File: src/rtl/tdw_pkg.sv
package tdw_pkg;

    typedef enum logic [2:0] {
        ST_IDLE,
        ST_SETUP,
        ST_LOW,
        ST_HIGH,
        ST_HOLD,
        ST_GAP,
        ST_PRESET
    } tdw_state_e;

    // Whole system cycles covering a minimum time, never below one.
    function automatic int unsigned min_cycles(input int unsigned min_ps,
                                               input int unsigned clk_ps);
        int unsigned c;
        c = (min_ps + clk_ps - 1) / clk_ps;
        return (c == 0) ? 1 : c;
    endfunction

endpackage

File: src/rtl/tdw_frame.sv
module tdw_frame #(
    parameter int ADDR_W = 3,
    parameter int DATA_W = 8,
    parameter int WORD_W = 2 * DATA_W,
    parameter int BL_W   = $clog2(WORD_W + 1)
) (
    input  logic [ADDR_W-1:0] addr,
    input  logic [DATA_W-1:0] data,
    input  logic              short_mode,
    output logic [WORD_W-1:0] word,
    output logic [BL_W-1:0]   nbits
);

    localparam int PAD_W   = DATA_W - ADDR_W;
    localparam int SHORT_N = ADDR_W + DATA_W;

    logic [WORD_W-1:0] padded_word;
    logic [WORD_W-1:0] bare_word;

    generate
        if (PAD_W > 0) begin : g_pad
            assign padded_word = {{PAD_W{1'b0}}, addr, data};
            assign bare_word   = {addr, data, {PAD_W{1'b0}}};
        end else begin : g_nopad
            assign padded_word = {addr, data};
            assign bare_word   = {addr, data};
        end
    endgenerate

    always_comb begin
        word  = short_mode ? bare_word : padded_word;
        nbits = short_mode ? BL_W'(SHORT_N) : BL_W'(WORD_W);
    end

endmodule

File: src/rtl/tdw_shifter.sv
module tdw_shifter #(
    parameter int WORD_W = 16
) (
    input  logic              clk,
    input  logic              rst_n,
    input  logic              load,
    input  logic [WORD_W-1:0] load_word,
    input  logic              shift,
    output logic              msb
);

    logic [WORD_W-1:0] sh_d, sh_q;

    always_comb begin
        sh_d = sh_q;
        if (load) begin
            sh_d = load_word;
        end else if (shift) begin
            sh_d = {sh_q[WORD_W-2:0], 1'b0};
        end
    end

    always_ff @(posedge clk or negedge rst_n) begin
        if (!rst_n) begin
            sh_q <= '0;
        end else begin
            sh_q <= sh_d;
        end
    end

    assign msb = sh_q[WORD_W-1];

endmodule

File: src/rtl/tdw_timer.sv
module tdw_timer #(
    parameter int CNT_W = 4
) (
    input  logic             clk,
    input  logic             rst_n,
    input  logic             load,
    input  logic [CNT_W-1:0] load_val,
    output logic             zero
);

    logic [CNT_W-1:0] cnt_d, cnt_q;

    always_comb begin
        cnt_d = cnt_q;
        if (load) begin
            cnt_d = load_val;
        end else if (cnt_q != '0) begin
            cnt_d = cnt_q - 1'b1;
        end
    end

    always_ff @(posedge clk or negedge rst_n) begin
        if (!rst_n) begin
            cnt_q <= '0;
        end else begin
            cnt_q <= cnt_d;
        end
    end

    assign zero = (cnt_q == '0);

endmodule

File: src/rtl/tdw_writer.sv
module tdw_writer #(
    parameter int ADDR_W   = 3,
    parameter int DATA_W   = 8,
    parameter int HALF_DIV = 2,
    parameter int CLK_PS   = 8000,
    parameter int CSS_PS   = 10000,
    parameter int CSH_PS   = 15000,
    parameter int CSW_PS   = 10000,
    parameter int PRE_PS   = 60000
) (
    input  logic              clk,
    input  logic              rst_n,
    input  logic              req_valid,
    output logic              req_ready,
    input  logic [ADDR_W-1:0] req_addr,
    input  logic [DATA_W-1:0] req_data,
    input  logic              req_short,
    input  logic              preset_req,
    output logic              busy,
    output logic              done,
    output logic              ser_clk,
    output logic              ser_dat,
    output logic              ser_cs_n,
    output logic              ser_preset_n
);

    import tdw_pkg::*;

    localparam int WORD_W  = 2 * DATA_W;
    localparam int BL_W    = $clog2(WORD_W + 1);
    localparam int CSS_CYC = int'(min_cycles(CSS_PS, CLK_PS));
    localparam int CSH_CYC = int'(min_cycles(CSH_PS, CLK_PS));
    localparam int CSW_CYC = int'(min_cycles(CSW_PS, CLK_PS));
    localparam int PRE_CYC = int'(min_cycles(PRE_PS, CLK_PS));
    localparam int HALF_C  = (HALF_DIV < 1) ? 1 : HALF_DIV;
    localparam int MAX_A   = (CSS_CYC > CSH_CYC) ? CSS_CYC : CSH_CYC;
    localparam int MAX_B   = (CSW_CYC > PRE_CYC) ? CSW_CYC : PRE_CYC;
    localparam int MAX_AB  = (MAX_A > MAX_B) ? MAX_A : MAX_B;
    localparam int MAX_CYC = (MAX_AB > HALF_C) ? MAX_AB : HALF_C;
    localparam int CNT_W   = (MAX_CYC > 1) ? $clog2(MAX_CYC) : 1;

    typedef struct packed {
        tdw_state_e      state;
        logic [BL_W-1:0] bits_left;
        logic            cs_n;
        logic            sclk;
        logic            pre_n;
        logic            done;
    } ctl_t;

    ctl_t ctl_d, ctl_q;

    logic              t_load;
    logic [CNT_W-1:0]  t_val;
    logic              t_zero;
    logic              sh_load;
    logic              sh_shift;
    logic [WORD_W-1:0] frame_word;
    logic [BL_W-1:0]   frame_bits;
    logic              idle;

    tdw_frame #(
        .ADDR_W (ADDR_W),
        .DATA_W (DATA_W),
        .WORD_W (WORD_W),
        .BL_W   (BL_W)
    ) u_frame (
        .addr       (req_addr),
        .data       (req_data),
        .short_mode (req_short),
        .word       (frame_word),
        .nbits      (frame_bits)
    );

    tdw_shifter #(
        .WORD_W (WORD_W)
    ) u_shift (
        .clk       (clk),
        .rst_n     (rst_n),
        .load      (sh_load),
        .load_word (frame_word),
        .shift     (sh_shift),
        .msb       (ser_dat)
    );

    tdw_timer #(
        .CNT_W (CNT_W)
    ) u_timer (
        .clk      (clk),
        .rst_n    (rst_n),
        .load     (t_load),
        .load_val (t_val),
        .zero     (t_zero)
    );

    assign idle      = (ctl_q.state == ST_IDLE);
    assign req_ready = idle && !preset_req;

    always_comb begin
        ctl_d      = ctl_q;
        ctl_d.done = 1'b0;
        t_load     = 1'b0;
        t_val      = '0;
        sh_load    = 1'b0;
        sh_shift   = 1'b0;
        unique case (ctl_q.state)
            ST_IDLE: begin
                if (preset_req) begin
                    ctl_d.state = ST_PRESET;
                    ctl_d.pre_n = 1'b0;
                    t_load      = 1'b1;
                    t_val       = CNT_W'(PRE_CYC - 1);
                end else if (req_valid) begin
                    ctl_d.state     = ST_SETUP;
                    ctl_d.cs_n      = 1'b0;
                    ctl_d.bits_left = frame_bits - 1'b1;
                    sh_load         = 1'b1;
                    t_load          = 1'b1;
                    t_val           = CNT_W'(CSS_CYC - 1);
                end
            end
            ST_SETUP: begin
                if (t_zero) begin
                    ctl_d.state = ST_LOW;
                    ctl_d.sclk  = 1'b0;
                    t_load      = 1'b1;
                    t_val       = CNT_W'(HALF_C - 1);
                end
            end
            ST_LOW: begin
                if (t_zero) begin
                    ctl_d.state = ST_HIGH;
                    ctl_d.sclk  = 1'b1;
                    t_load      = 1'b1;
                    t_val       = CNT_W'(HALF_C - 1);
                end
            end
            ST_HIGH: begin
                if (t_zero) begin
                    t_load = 1'b1;
                    if (ctl_q.bits_left == '0) begin
                        ctl_d.state = ST_HOLD;
                        t_val       = CNT_W'(CSH_CYC - 1);
                    end else begin
                        ctl_d.state     = ST_LOW;
                        ctl_d.sclk      = 1'b0;
                        ctl_d.bits_left = ctl_q.bits_left - 1'b1;
                        sh_shift        = 1'b1;
                        t_val           = CNT_W'(HALF_C - 1);
                    end
                end
            end
            ST_HOLD: begin
                if (t_zero) begin
                    ctl_d.state = ST_GAP;
                    ctl_d.cs_n  = 1'b1;
                    t_load      = 1'b1;
                    t_val       = CNT_W'(CSW_CYC - 1);
                end
            end
            ST_GAP: begin
                if (t_zero) begin
                    ctl_d.state = ST_IDLE;
                    ctl_d.done  = 1'b1;
                end
            end
            ST_PRESET: begin
                if (t_zero) begin
                    ctl_d.state = ST_IDLE;
                    ctl_d.pre_n = 1'b1;
                    ctl_d.done  = 1'b1;
                end
            end
            default: begin
                ctl_d.state = ST_IDLE;
                ctl_d.cs_n  = 1'b1;
                ctl_d.sclk  = 1'b1;
                ctl_d.pre_n = 1'b1;
            end
        endcase
    end

    always_ff @(posedge clk or negedge rst_n) begin
        if (!rst_n) begin
            ctl_q.state     <= ST_IDLE;
            ctl_q.bits_left <= '0;
            ctl_q.cs_n      <= 1'b1;
            ctl_q.sclk      <= 1'b1;
            ctl_q.pre_n     <= 1'b1;
            ctl_q.done      <= 1'b0;
        end else begin
            ctl_q <= ctl_d;
        end
    end

    assign busy         = !idle;
    assign done         = ctl_q.done;
    assign ser_clk      = ctl_q.sclk;
    assign ser_cs_n     = ctl_q.cs_n;
    assign ser_preset_n = ctl_q.pre_n;

endmodule

File: config.mk
export PLATFORM = sky130hd
export DESIGN_NAME = tdw_writer
export DESIGN_NICKNAME = d
export VERILOG_FILES = /design/src/rtl/tdw_pkg.sv /design/src/rtl/tdw_frame.sv /design/src/rtl/tdw_shifter.sv /design/src/rtl/tdw_timer.sv /design/src/rtl/tdw_writer.sv
export SDC_FILE = /design/constraint.sdc
export NUM_CORES = 1
export LEC_CHECK = 0
export BUFFER_PORTS_ARGS = -buffer_cell sky130_fd_sc_hd__buf_2
export CORE_ASPECT_RATIO = 1.2
export CORE_MARGIN = 5
export CORE_UTILIZATION = 52
export CTS_CLUSTER_SIZE = 20
export DETAILED_ROUTE_END_ITERATION = 10
export PLACE_DENSITY = 0.75
export SLEW_MARGIN = 20
export SYNTH_ARGS = -nofsm -noshare
export SYNTH_HDL_FRONTEND = slang
export SYNTH_SLANG_ARGS = --single-unit
File: constraint.sdc
create_clock -name clk -period 1.92 [get_ports clk]
set_input_delay 0.384 -clock clk [delete_from_list [all_inputs] [get_ports clk]]
set_output_delay 0.384 -clock clk [all_outputs]
set_load 0.01 [all_outputs]
Word level (Yosys, flattened, before mapping)
Cells that the tools add are included.
{ "word_totals": {"memories": 0, "out_inout_bits": 7, "latchBits": 0, "mem_bits_ro": 0, "ramBits": 0, "wordCells": 92, "register_bits": 31} }
{ "op_classes": {"mul": 0, "addsub": 3, "n_reduce_logical": 20, "n_eq_ne": 17, "div_mod_pow": 0, "n_mux": 41, "shift": 0, "magnitude_cmp": 0, "bitwise_logic": 3} }
{ "ops": {"columns": ["cell", "count"], "rows": [
  ["$mux 16", 3],
  ["$mux 3", 9],
  ["$ne 2x2->1 const B", 9],
  ["$pmux 3 s6", 1],
  ["$mux 1", 15],
  ["$mux 5", 2],
  ["$pmux 5 s2", 1],
  ["$reduce_and 5->1", 2],
  ["$reduce_or 5->1", 2],
  ["$sub 5x1->5 const B", 2],
  ["$eq 3x3->1 const B", 3],
  ["$mux 9", 1],
  ["$mux 8", 1],
  ["$reduce_or 4->1", 2],
  ["$eq 3x2->1 const B", 2],
  ["$logic_not 3->1", 2],
  ["$mux 6", 1],
  ["$pmux 1 s3", 2],
  ["$pmux 3 s2", 1],
  ["$reduce_and 6->1", 1],
  ["$reduce_bool 2->1", 3],
  ["$logic_not 5->1", 1],
  ["$pmux 1 s2", 2],
  ["$pmux 1 s4", 1],
  ["other kinds (12)", 15]
]} }

Longest topological paths before layout
Gate-level depths: netlist of run 1.
{ "logic_depth": {"word_depth": 6, "ltp_mapped": 7, "mapped_depth_nobuf": 6} }

Cells and area by module
From an unflattened synthesis of run 1, not the netlist that was laid out.
{ "hier_totals": {"cells_unflattened": 218, "hier_area_um2": 2044.5} }
{ "modules_own_cells": {"columns": ["module", "cells_per_inst", "seq_area_each_um2", "area_per_inst_um2", "instances"], "rows": [
  ["tdw_writer", 104, 304.0, 889.6, 1],
  ["tdw_shifter", 69, 400.4, 742.0, 1],
  ["tdw_frame", 24, 0.0, 212.7, 1],
  ["tdw_timer", 21, 75.1, 200.2, 1]
]} }

Worst setup path before layout of run 1
OpenSTA, ideal clock, no wires.
{ "synth_timing": {"kind": "reg-to-reg", "from": "register ctl_q[10] (netlist bit)", "to": "register ctl_q (netlist bit ser_preset_n)", "path_slack_ps": 127, "n_path_buf": 1, "arrival_ps": 1711, "stages_incl_launch_ff": 7, "t_required_ps": 1838, "setup_ps": 82, "cell_sequence": "dfrtp_1 > clkbuf_1 > inv_1 > ha_1 > o31ai_1 > a31oi_1 > mux2_2"} }
{ "synth_between": {"elab_chain_cells": 4, "word_cells_on_any_way": 13, "classes_between": "8 x eq/ne; 1 x mux; 1 x bitwise; 3 x reduce/logical"} }
{ "synth_rtl": {"columns": ["element", "line_no", "text"], "rows": [
  ["from (decl)", "tdw_writer.sv:51", "ctl_t ctl_d, ctl_q;"],
  ["from (signal assigned)", "tdw_writer.sv:192", "ctl_q <= ctl_d;"],
  ["$eq 3x3->1, or another cell as far along", "tdw_writer.sv:106", "unique case (ctl_q.state)"],
  ["$reduce_or 5->1 (no source line)", null, null],
  ["$not 1->1 (no source line)", null, null],
  ["$reduce_and 3->1 (no source line)", null, null]
]} }
Parallel ways exist; a longest one is shown, timed or not.
A chain may end at the register's enable or synchronous reset.

Final worst setup path of run 1
{ "layout_timing": {"from": "register ctl_q[9] (netlist bit)", "to": "output busy"} }
{ "layout_between": {"elab_chain_cells": 2} }
{ "layout_rtl": {"columns": ["element", "line_no", "text"], "rows": [
  ["$logic_not 3->1", "tdw_writer.sv:96", "assign idle = (ctl_q.state == ST_IDLE);"],
  ["$logic_not 1->1", "tdw_writer.sv:196", "assign busy = !idle;"],
  ["to (decl)", "tdw_writer.sv:19", "output logic busy,"]
]} }
No other way between the ends.

==> results of run 1 <==
==> cells by family (layout without fill, tap and decap cells) <==
kind of cell	Yosys count	in the layout	share of synthesized area, %
xor gates and xnor gates	1	1	0.4459
AOI/OAI and AO/OA	65	65	21.34
DFF	31	31	39.68
adders and majority gates	5	5	3.185
buffers and inverters	24	61	5.668
and+or+nand+nor	49	49	14.78
muxes	25	25	14.90
==> layer usage <==
layer | global-route usage [%] | vias to the layer above | wire, µm | share of wire (%)
met4 | 5.488 | 0 | 58 | 1.4
met3 | 4.769 | 6 | 192 | 4.5
met1 | 22.77 | 783 | 1879 | 44
li1 | - | 793 | - | -
met2 | 31.68 | 43 | 2108 | 50
met5 | 0 | - | 0 | 0
==> power by group through the flow <==
stage                     Sequential (mW)  Combinational [mW]  Clock (mW)
after detailed placement             1.15                1.56           0
after floorplan                      1.14                1.13           0
after global placement               1.15                1.54           0
after global routing                 1.19                1.78       0.622
final                                1.14                1.60       0.574
after CTS                            1.14                1.60       0.587
==> sequential cells by signal, indices dropped and copies added (netlist names) <==
register       count
ser_cs_n           1
done               1
ctl_q              8
u_timer.cnt_q      3
ser_preset_n       1
u_shift.sh_q      16
ser_clk            1
==> path summary, 6_finish.rpt <==
kind,start,end,cells past startpoint
min in group clk,req_data[0],u_shift.sh_q[0]$_DFFE_PN0P_,2
hold / removal,rst_n,ctl_q[5]$_DFFE_PN0P_,1
setup reg to reg,u_timer.cnt_q[0]$_DFFE_PN0P_,u_shift.sh_q[3]$_DFFE_PN0P_,7
hold reg to reg,ser_cs_n$_DFFE_PN1P_,ser_cs_n$_DFFE_PN1P_,2
setup / recovery,ctl_q[9]$_DFFE_PN0P_,busy,4
max in group asynchronous,rst_n,ctl_q[11]$_DFFE_PN0P_,1
==> area by class of cell <==
cell class,instances,area (µm²)
multi-input combinational,145,1074
tap,52,65.06
fill,319,1310
clock buffer,8,100.1
timing repair buffer,43,267.8
sequential,31,779.5
inverter,10,37.54
==> cell usage in the layout, fill, tap and decap left out, drive strengths merged, types with 5 or more instances in the layout <==
cell    Yosys  final
ha          5      5
nand2      13     13
mux2       16     16
nor2       13     13
inv        10     10
buf         8     43
nor3        8      8
o21ai      33     33
mux2i       9      9
a21oi       9      9
nand2b      6      6
dfrtp      28     28
clkbuf      6      8
==> timing repair <==
item	4_1_cts	5_1_grt
buffers inserted	5	0
pin swaps	2	0
setup endpoints to repair	2	2
resized for setup	0	1
==> results by group, run 1 <==
CTS
  – Cts bufs inserted: 5
  – CTS root buf: clkbuf_8
  – Clock H-tree levels: 2
  – Clock Sinks: 31
  – CTS tree: built
  – Maximum buffer depth of the clock tree: 2
  – CTS Hold Bufs: 0
  – CTS clk-pin slew, worst paths: roughly 0.07 ns
  – Clock Latency Late Sink: 0.28 ns

Detailed routing
  – DRT antenna net count: 0
  – Total number of vias: roughly 1600
  – Routed WL: between 4000 and 5000 µm
  – Residual DRC count: 0
  – DR WL/cell: 14.66 µm
  – Pre-Repair DR Iteration Count: 5
  – DR iter-0 viols: 153
  – Drt via density: between 5 and 6

Power
  – Lkg Pwr: between 1 and 1.5 nW
  – Combinational fraction of design power: around 48%
  – Pwr dens: around 1400 nW/µm²
  – NetSw: around 1.3 mW
  – Sw frac: 38.20%
  – Total Power: around 3.3 mW
  – P_int: between 2 and 2.5 mW
  – Clk network pwr share: between 10% and 20%
  – Max IR drop VDD: 778.9 µV
  – Share of power burned in registers: 34.4%

Worst setup path
  – Critical Path End Type: output port
  – Largest delay contributor family on the critical path: buffers and inverters
  – CP cell instances: nor3_4, inv_2, buf_4, buf_2
  – Worst Path Arrival: between 1 and 1.5 ns
  – Worst setup path class: register to output port
  – Critical Path RT: between 1.5 and 2 ns
  – Startpoint types: register
  – Worst path buffer plus inverter count: 3
  – Slowest CP cell: dfrtp_1
  – Largest fanout on the critical path: 16
  – Critical Path Max Stage Delay: about 0.45 ns
  – Flop2flop setup slack: 0.12 ns

Global route
  – Largest net degree at the start of global routing: 32
  – Antenna violations before repair: 0
  – Global Route Usage Sum: 18.57%
  – Total congestion overflow: 0
  – First-pass GRT wire length: ~7500 µm
  – Vias in the first global route: between 1500 and 2000

Timing
  – Final Skew: between 0.005 and 0.006 ns
  – Hold Fails Final Rpt: 0
  – Final setup violation count: 0
  – RSZ-0062 raised after global routing: false
  – TNS Setup: 0 ns
  – F_max: approximately 540 MHz
  – Minimum clock period: between 1.5 and 2 ns
  – Worst-margin pin slew: 0.7347 ns
  – Hold_ws: 0.1590 ns
  – Slew margin rel.: 51.02%
  – Max Slew Vio Count: 0
  – Final WS setup: ~0.084 ns
  – Final Cycle Share: a little over nine tenths

Logic synthesis
  – Mapped Nets: between 200 and 250
  – Synthesized area: around 2000 µm²
  – Synthesized area per cell: 9.822 µm²
  – Ranking of synthesized cells by area: dfrtp_1, o21ai_0, mux2i_1
  – Yosys cell types: 52
  – Synthesis Warnings: 0
  – Post-synth top area cell: dfrtp_1
  – Predominant post-synthesis flop cell: dfrtp_1
  – EDFF count, synth: 0
  – Asr flop ratio synth: 100.0%
  – Synth top cells by count: dfrtp_1, o21ai_0, nand2_1
  – Top-count cell post-synth: dfrtp_1
  – Flops & latches, synth: 31
  – Mapped Cells: 200
  – Register area share after synthesis: approximately 40%
  – Top-area cell type share of the netlist area: 35.67%

Floorplan
  – Area of the die: a little over 5000 µm²
  – Die width: between 60 and 70 µm
  – Die height: around 77 µm
  – Initial core utilization: a little over half
  – IO Pins: 23
  – Site Rows: 24
  – CORE AREA: between 3000 and 4000 µm²

Cells and area
  – Finished Cell Area: approximately 2300 µm²
  – Share of layout cells above drive strength 1: 31.22%
  – Ant. Diodes: 0
  – Layout overhead on the synthesized area: 18.28%
  – Core Util, Final: a little under two thirds
  – Nets@finish: roughly 260
  – Final non-filler cell total: between 200 and 300

Job
  – Max-cap check violation count: 0

Place
  – Port Buffers: 22
  – Placed insts: ~280
  – Pre-CTS WS: about 0.006 ns
  – RePlAce Congestion: about 0.86
  – Area post-placement: roughly 2200 µm²
  – DPL Wire Length: just over 3000 µm

Run status
  – Status: completed

Worst hold path
  – Hold Crit Class: input pin to asynchronous set/reset pin
(Power assumes the default switching activity.)
==> run 2, diff against run 1 <==
Settings changed: CORE_UTILIZATION 52 to 58, PLACE_DENSITY 0.75 to 0.79.
Clock period 1.92 ns to 2.1 ns, I/O delays scaled along.
==> run 2 against run 1 <==
Sequential share of layout area increased by 1.8 points. Hold slack improved by 0.018 ns. Critical path depth is 1 higher. Critical path type unchanged. Critical endpoint is now req_ready.
==> results by group, run 2 (synthesized netlist as in run 1, its figures left out) <==
Detailed routing
  – Routed WL: ~4300 µm
  – Drt via density: 6.088
  – Pre-Repair DR Iteration Count: 4
  – Residual DRC count: 0
  – Total number of vias: 1589
  – DR iter-0 viols: 71
  – DR WL/cell: roughly 16 µm
  – DRT antenna net count: 0

Timing
  – RSZ-0062 raised after global routing: false
  – Max Slew Vio Count: 0
  – Worst-margin pin slew: roughly 0.7 ns
  – Hold_ws: 0.1768 ns
  – Final setup violation count: 0
  – Hold Fails Final Rpt: 0
  – Final Cycle Share: 95.64%
  – Minimum clock period: ~2.0 ns
  – Slew margin rel.: between 50 and 60%
  – Final Skew: roughly 0.009 ns
  – F_max: about 500 MHz
  – Final WS setup: 0.09163 ns
  – TNS Setup: 0 ns

Cells and area
  – Finished Cell Area: ~2200 µm²
  – Final non-filler cell total: ~260
  – Biggest register: u_shift.sh_q
  – Core Util, Final: ~67%
  – Ant. Diodes: 0
  – Commonest cells after routing, fill and taps aside: dfrtp_1, o21ai_0, buf_2
  – Max reg flops: 16
  – Share of layout cells above drive strength 1: between 20% and 30%
  – Top flop regs: u_shift.sh_q (16), ctl_q (8), u_timer.cnt_q (3)
  – Nets@finish: between 200 and 250
  – Layout overhead on the synthesized area: 12.17%
  – Most common cell after layout, fill and taps aside: dfrtp_1

Place
  – DPL Wire Length: around 3000 µm
  – Placed insts: about 250
  – Area post-placement: roughly 2100 µm²
  – Pre-CTS WS: 0.2513 ns
  – Port Buffers: 22
  – RePlAce Congestion: roughly 0.97

Floorplan
  – Die width: roughly 63 µm
  – Die height: between 70 and 80 µm
  – IO Pins: 23
  – Area of the die: ~4700 µm²
  – Initial core utilization: between 50 and 60%
  – Site Rows: 23
  – CORE AREA: between 3000 and 4000 µm²

Worst setup path
  – Largest fanout on the critical path: 18
  – Startpoint types: register
  – Critical Path RT: 1.68 ns
  – R2R cell count: 7
  – Slowest CP cell: dfrtp_1
  – Worst Path Arrival: 1.59 ns
  – Critical Path Max Stage Delay: ~0.45 ns
  – Worst setup path class: register to output port
  – Critical Path End Type: output port
  – CP cell instances: nor3_4, inv_2, buf_4, nor2_1, buf_2

Power
  – Share of power burned in registers: 36.3%
  – Clk network pwr share: between 10% and 20%
  – Total Power: 2.905 mW
  – Combinational fraction of design power: 48.1%
  – Max IR drop VDD: 770.5 µV
  – Lkg Pwr: 1.070 nW
  – P_int: 1.736 mW
  – NetSw: 1.169 mW
  – Sw frac: between 40 and 50%
  – Pwr dens: between 1000 and 1500 nW/µm²

CTS
  – CTS clk-pin slew, worst paths: ~0.070 ns
  – CTS Hold Bufs: 0
  – Clock Latency Late Sink: 0.28 ns
  – Post_cts resized: 0
  – Cts bufs inserted: 5
  – CTS root buf: clkbuf_8
  – Maximum buffer depth of the clock tree: 2
  – Buffer count from post-CTS setup fixing: 0
  – Clock H-tree levels: 2
  – Clock Sinks: 31
  – CTS tree: built

Global route
  – Global Route Usage Sum: 20.36%
  – First-pass GRT wire length: 7534 µm
  – Largest net degree at the start of global routing: 32
  – Total congestion overflow: 0
  – Vias in the first global route: 1657
  – Antenna violations before repair: 0

Job
  – Max-cap check violation count: 0

Worst hold path
  – Hold Crit Class: input pin to asynchronous set/reset pin

Run status
  – Status: completed
-- run 2: critical path, delay by kind of cell, from the launching register on --
kind | cells | cell delay [ns]
DFF | 1 | 0.45
and+or+nand+nor | 2 | 0.41
buffers and inverters | 3 | 0.46
-- run 2: path summary, 6_finish.rpt --
| check | from | endpoint | slack [ns] |
|---|---|---|---|
| max | ctl_q[9]$_DFFE_PN0P_ | req_ready | 0.09 |
| min | rst_n | u_shift.sh_q[11]$_DFFE_PN0P_ | 0.18 |
| max reg2reg | u_timer.cnt_q[0]$_DFFE_PN0P_ | u_shift.sh_q[12]$_DFFE_PN0P_ | 0.25 |
| min reg2reg | ser_cs_n$_DFFE_PN1P_ | ser_cs_n$_DFFE_PN1P_ | 0.49 |
| max in group asynchronous | rst_n | ctl_q[7]$_DFFE_PN0P_ | 1.48 |
| min in group clk | req_data[0] | u_shift.sh_q[0]$_DFFE_PN0P_ | 0.37 |
-- run 2: metal layers --
layer  track usage (%)  up-vias  routed length [µm]
li1                  -      763                   -
met1             23.74      781                1785
met2             36.83       41                2273
met3             4.740        4                 196
met4             6.368        0                  36
met5                 0        -                   0
-- run 2: area by class of cell --
class / count / area [µm²]
well taps: 37 / 46.29
fillers: 259 / 1106
clock buffers: 5 / 68.82
flip-flops and latches: 31 / 779.5
clock inverters: 3 / 15.01
inverters: 10 / 37.54
repair buffers: 30 / 182.7
multi-input cells: 145 / 1074
-- run 2: power by group through the flow --
stage,combinational [mW],clock [mW],sequential (mW)
floorplan,1.03,0,1.04
global placement,1.34,0,1.05
detailed placement,1.39,0,1.06
CTS,1.40,0.465,1.05
global route,1.56,0.497,1.09
finish,1.40,0.452,1.06
==> run 3, diff against run 2 <==
Settings changed: ABC_AREA set to 1.
==> run 3 against run 2 <==
Final cell count rose by 29%. Global-route usage fell by 1.4 points. Sequential share of layout area barely moved. Setup slack improved by 0.23 ns. Combinational power rose by 7%. First-iteration DRC count rose by 49%. Flip-flop and latch count did not move. Die area rose by 2.5%. Sequential power barely moved. Wire length fell by 5.5%. Clock-buffer cell count rose by 3. Non-clock buffer count fell by 5.
==> results by group, run 3 <==
CTS
  – CTS root buf: clkbuf_8
  – Clock H-tree levels: 2
  – Buffer count from post-CTS setup fixing: 0
  – CTS tree: built
  – Cts bufs inserted: 5
  – CTS Hold Bufs: 0
  – CTS clk-pin slew, worst paths: approximately 0.07 ns
  – Clock Sinks: 31
  – Clock Latency Late Sink: 0.28 ns
  – Post_cts resized: 0
  – Maximum buffer depth of the clock tree: 2

Logic synthesis
  – Mapped Nets: about 300
  – Register area share after synthesis: slightly below 40%
  – Top-count cell post-synth: nand2_1
  – Flops & latches, synth: 31
  – Synthesized area: 2022 µm²
  – Mapped Cells: approximately 280
  – Asr flop ratio synth: 100.0%
  – Synthesized area per cell: approximately 7.3 µm²
  – Synth top cells by count: nand2_1, inv_1, dfrtp_1
  – Synthesis Warnings: 0
  – Top-area cell type share of the netlist area: about a third
  – EDFF count, synth: 0
  – Yosys cell types: 31
  – Predominant post-synthesis flop cell: dfrtp_1
  – Ranking of synthesized cells by area: dfrtp_1, nand2_1, nand3_1
  – Post-synth top area cell: dfrtp_1

Floorplan
  – Area of the die: between 4000 and 5000 µm²
  – Die width: approximately 64 µm
  – IO Pins: 23
  – Die height: roughly 75 µm
  – CORE AREA: 3367 µm²
  – Site Rows: 23
  – Initial core utilization: 60.05%

Worst setup path
  – Slowest CP cell: dfrtp_1
  – Critical Path End Type: output port
  – Startpoint types: register
  – RR Startpoint: ctl_q[10]$_DFFE_PN0P_
  – Largest delay contributor family on the critical path: flip-flops
  – CP cell instances: nor2_4, nand2_4, nor2_8, buf_2
  – Worst Path Arrival: between 1 and 1.5 ns
  – Largest fanout on the critical path: 9
  – R2R cell count: 9
  – Critical Path Max Stage Delay: roughly 0.50 ns
  – R2r endpoint: ctl_q[8]$_DFFE_PN0P_
  – Critical Path RT: roughly 1.7 ns
  – Flop2flop setup slack: 0.34 ns
  – Worst setup path class: register to output port
  – Worst path buffer plus inverter count: 1

Power
  – NetSw: 1.338 mW
  – P_int: around 1.7 mW
  – Max IR drop VDD: 926.3 µV
  – Lkg Pwr: 1.193 nW
  – Sw frac: between 40% and 50%
  – Pwr dens: 1393 nW/µm²
  – Clk network pwr share: 16.7%
  – Combinational fraction of design power: 48.9%
  – Share of power burned in registers: ~34%

Worst hold path
  – Hold Crit Class: input pin to asynchronous set/reset pin

Detailed routing
  – Total number of vias: roughly 1800
  – DRT antenna net count: 0
  – DR WL/cell: ~12 µm
  – Residual DRC count: 0
  – Pre-Repair DR Iteration Count: 4
  – Drt via density: about 5.2
  – Routed WL: between 4000 and 5000 µm
  – DR iter-0 viols: roughly 110

Cells and area
  – Share of layout cells above drive strength 1: 16.67%
  – Max reg flops: 16
  – Ant. Diodes: 0
  – Core Util, Final: 65.48%
  – Most common cell after layout, fill and taps aside: nand2_1
  – Multi-input logic area: around 1000 µm²
  – Nets@finish: between 300 and 400
  – Biggest register: u_shift.sh_q
  – Commonest cells after routing, fill and taps aside: nand2_1, inv_1, dfrtp_1
  – Seq. cell area: approximately 800 µm²
  – Layout overhead on the synthesized area: 9.034%
  – Top flop regs: u_shift.sh_q (16), ctl_q (8), u_timer.cnt_q (3)
  – Fillers: roughly 300

Job
  – Max-cap check violation count: 0

Timing
  – RSZ-0062 raised after global routing: false
  – Final setup violation count: 0
  – Final Skew: 0.007024 ns
  – Worst-margin pin slew: roughly 0.7 ns
  – TNS Setup: 0 ns
  – Hold Fails Final Rpt: 0
  – F_max: approximately 560 MHz
  – Final WS setup: 0.3224 ns
  – Final Cycle Share: between 80% and 90%
  – Hold_ws: 0.1767 ns
  – Minimum clock period: 1.778 ns
  – Slew margin rel.: approximately 54%
  – Max Slew Vio Count: 0

Run status
  – Status: completed

Place
  – Port Buffers: 22
  – Pre-CTS WS: 0.3124 ns
  – DPL Wire Length: slightly below 3000 µm
  – RePlAce Congestion: 0.9414

Global route
  – Vias in the first global route: about 1800
  – Total congestion overflow: 0
  – Antenna violations before repair: 0
  – Global Route Usage Sum: a little under a fifth
  – First-pass GRT wire length: 7300 µm
  – Largest net degree at the start of global routing: 32
[run 3: cell types whose count changed in the layout (fill, tap and decap cells not counted), sizes merged, moves of 9 or more]
cell / before / now
nand2: 13 / 103
nand3: 0 / 30
inv: 10 / 35
mux2: 16 / 0
mux2i: 9 / 0
[run 3: kinds of logic after synthesis]
| group | share of synthesized area, % |
|---|---|
| fa+ha+maj | 3.094 |
| simple gates | 37.62 |
| compound gates | 9.344 |
| flops | 38.55 |
| buf+inv | 11.39 |
[run 3: worst max path at each step]
stage | from | end | slack [ns] | cells past startpoint
floorplan | u_timer.cnt_q[0]$_DFFE_PN0P_ | ser_preset_n$_DFFE_PN1P_ | 0.51 | 8
global placement | req_short | ctl_q[8]$_DFFE_PN0P_ | 0.37 | 9
detailed placement | req_short | ctl_q[6]$_DFFE_PN0P_ | 0.31 | 9
CTS | ctl_q[10]$_DFFE_PN0P_ | req_ready | 0.32 | 4
global route | ctl_q[10]$_DFFE_PN0P_ | ctl_q[8]$_DFFE_PN0P_ | 0.16 | 10
finish | ctl_q[10]$_DFFE_PN0P_ | req_ready | 0.32 | 4
[run 3: power groups by stage]
stage	clock network, mW	registers [mW]	logic, mW
after floorplan	0	1.03	1.26
after global placement	0	1.06	1.48
after detailed placement	0	1.06	1.51
after CTS	0.530	1.05	1.52
after global routing	0.561	1.09	1.74
final	0.514	1.05	1.50
[run 3: worst reg2reg max path, delay by kind of cell (launching register included)]
| kind | cells | cell delay, ns |
|---|---|---|
| and+or+nand+nor | 7 | 0.76 |
| DFF | 1 | 0.55 |
| AOI/OAI and AO/OA | 1 | 0.20 |
| adders and majority gates | 1 | 0.18 |
[run 3: routing by layer]
| metal | up-vias | GRT usage (%) | part of all wire (%) |
|---|---|---|---|
| li1 | 917 | - | - |
| met5 | - | 0 | 0 |
| met3 | 8 | 3.134 | 3.4 |
| met4 | 0 | 8.314 | 1.5 |
| met1 | 790 | 22.52 | 46 |
| met2 | 39 | 33.97 | 49 |
[run 3: per-stage QoR]
stage          power (mW)  area (µm²)  std cells
5_1_grt             3.388        2205        337
6_report            3.070        2205        337
3_5_place_dp        2.570        2105        329
3_3_place_gp        2.540        2105        329
2_1_floorplan       2.289        2022        277
4_1_cts             3.099        2205        337
[run 3: cell type report]
type,instances,area share (%)
multi-input combinational,201,45.91
tap,37,2.100
timing repair buffer,25,6.016
inverter,35,6.073
clock buffer,8,4.540
sequential,31,35.36
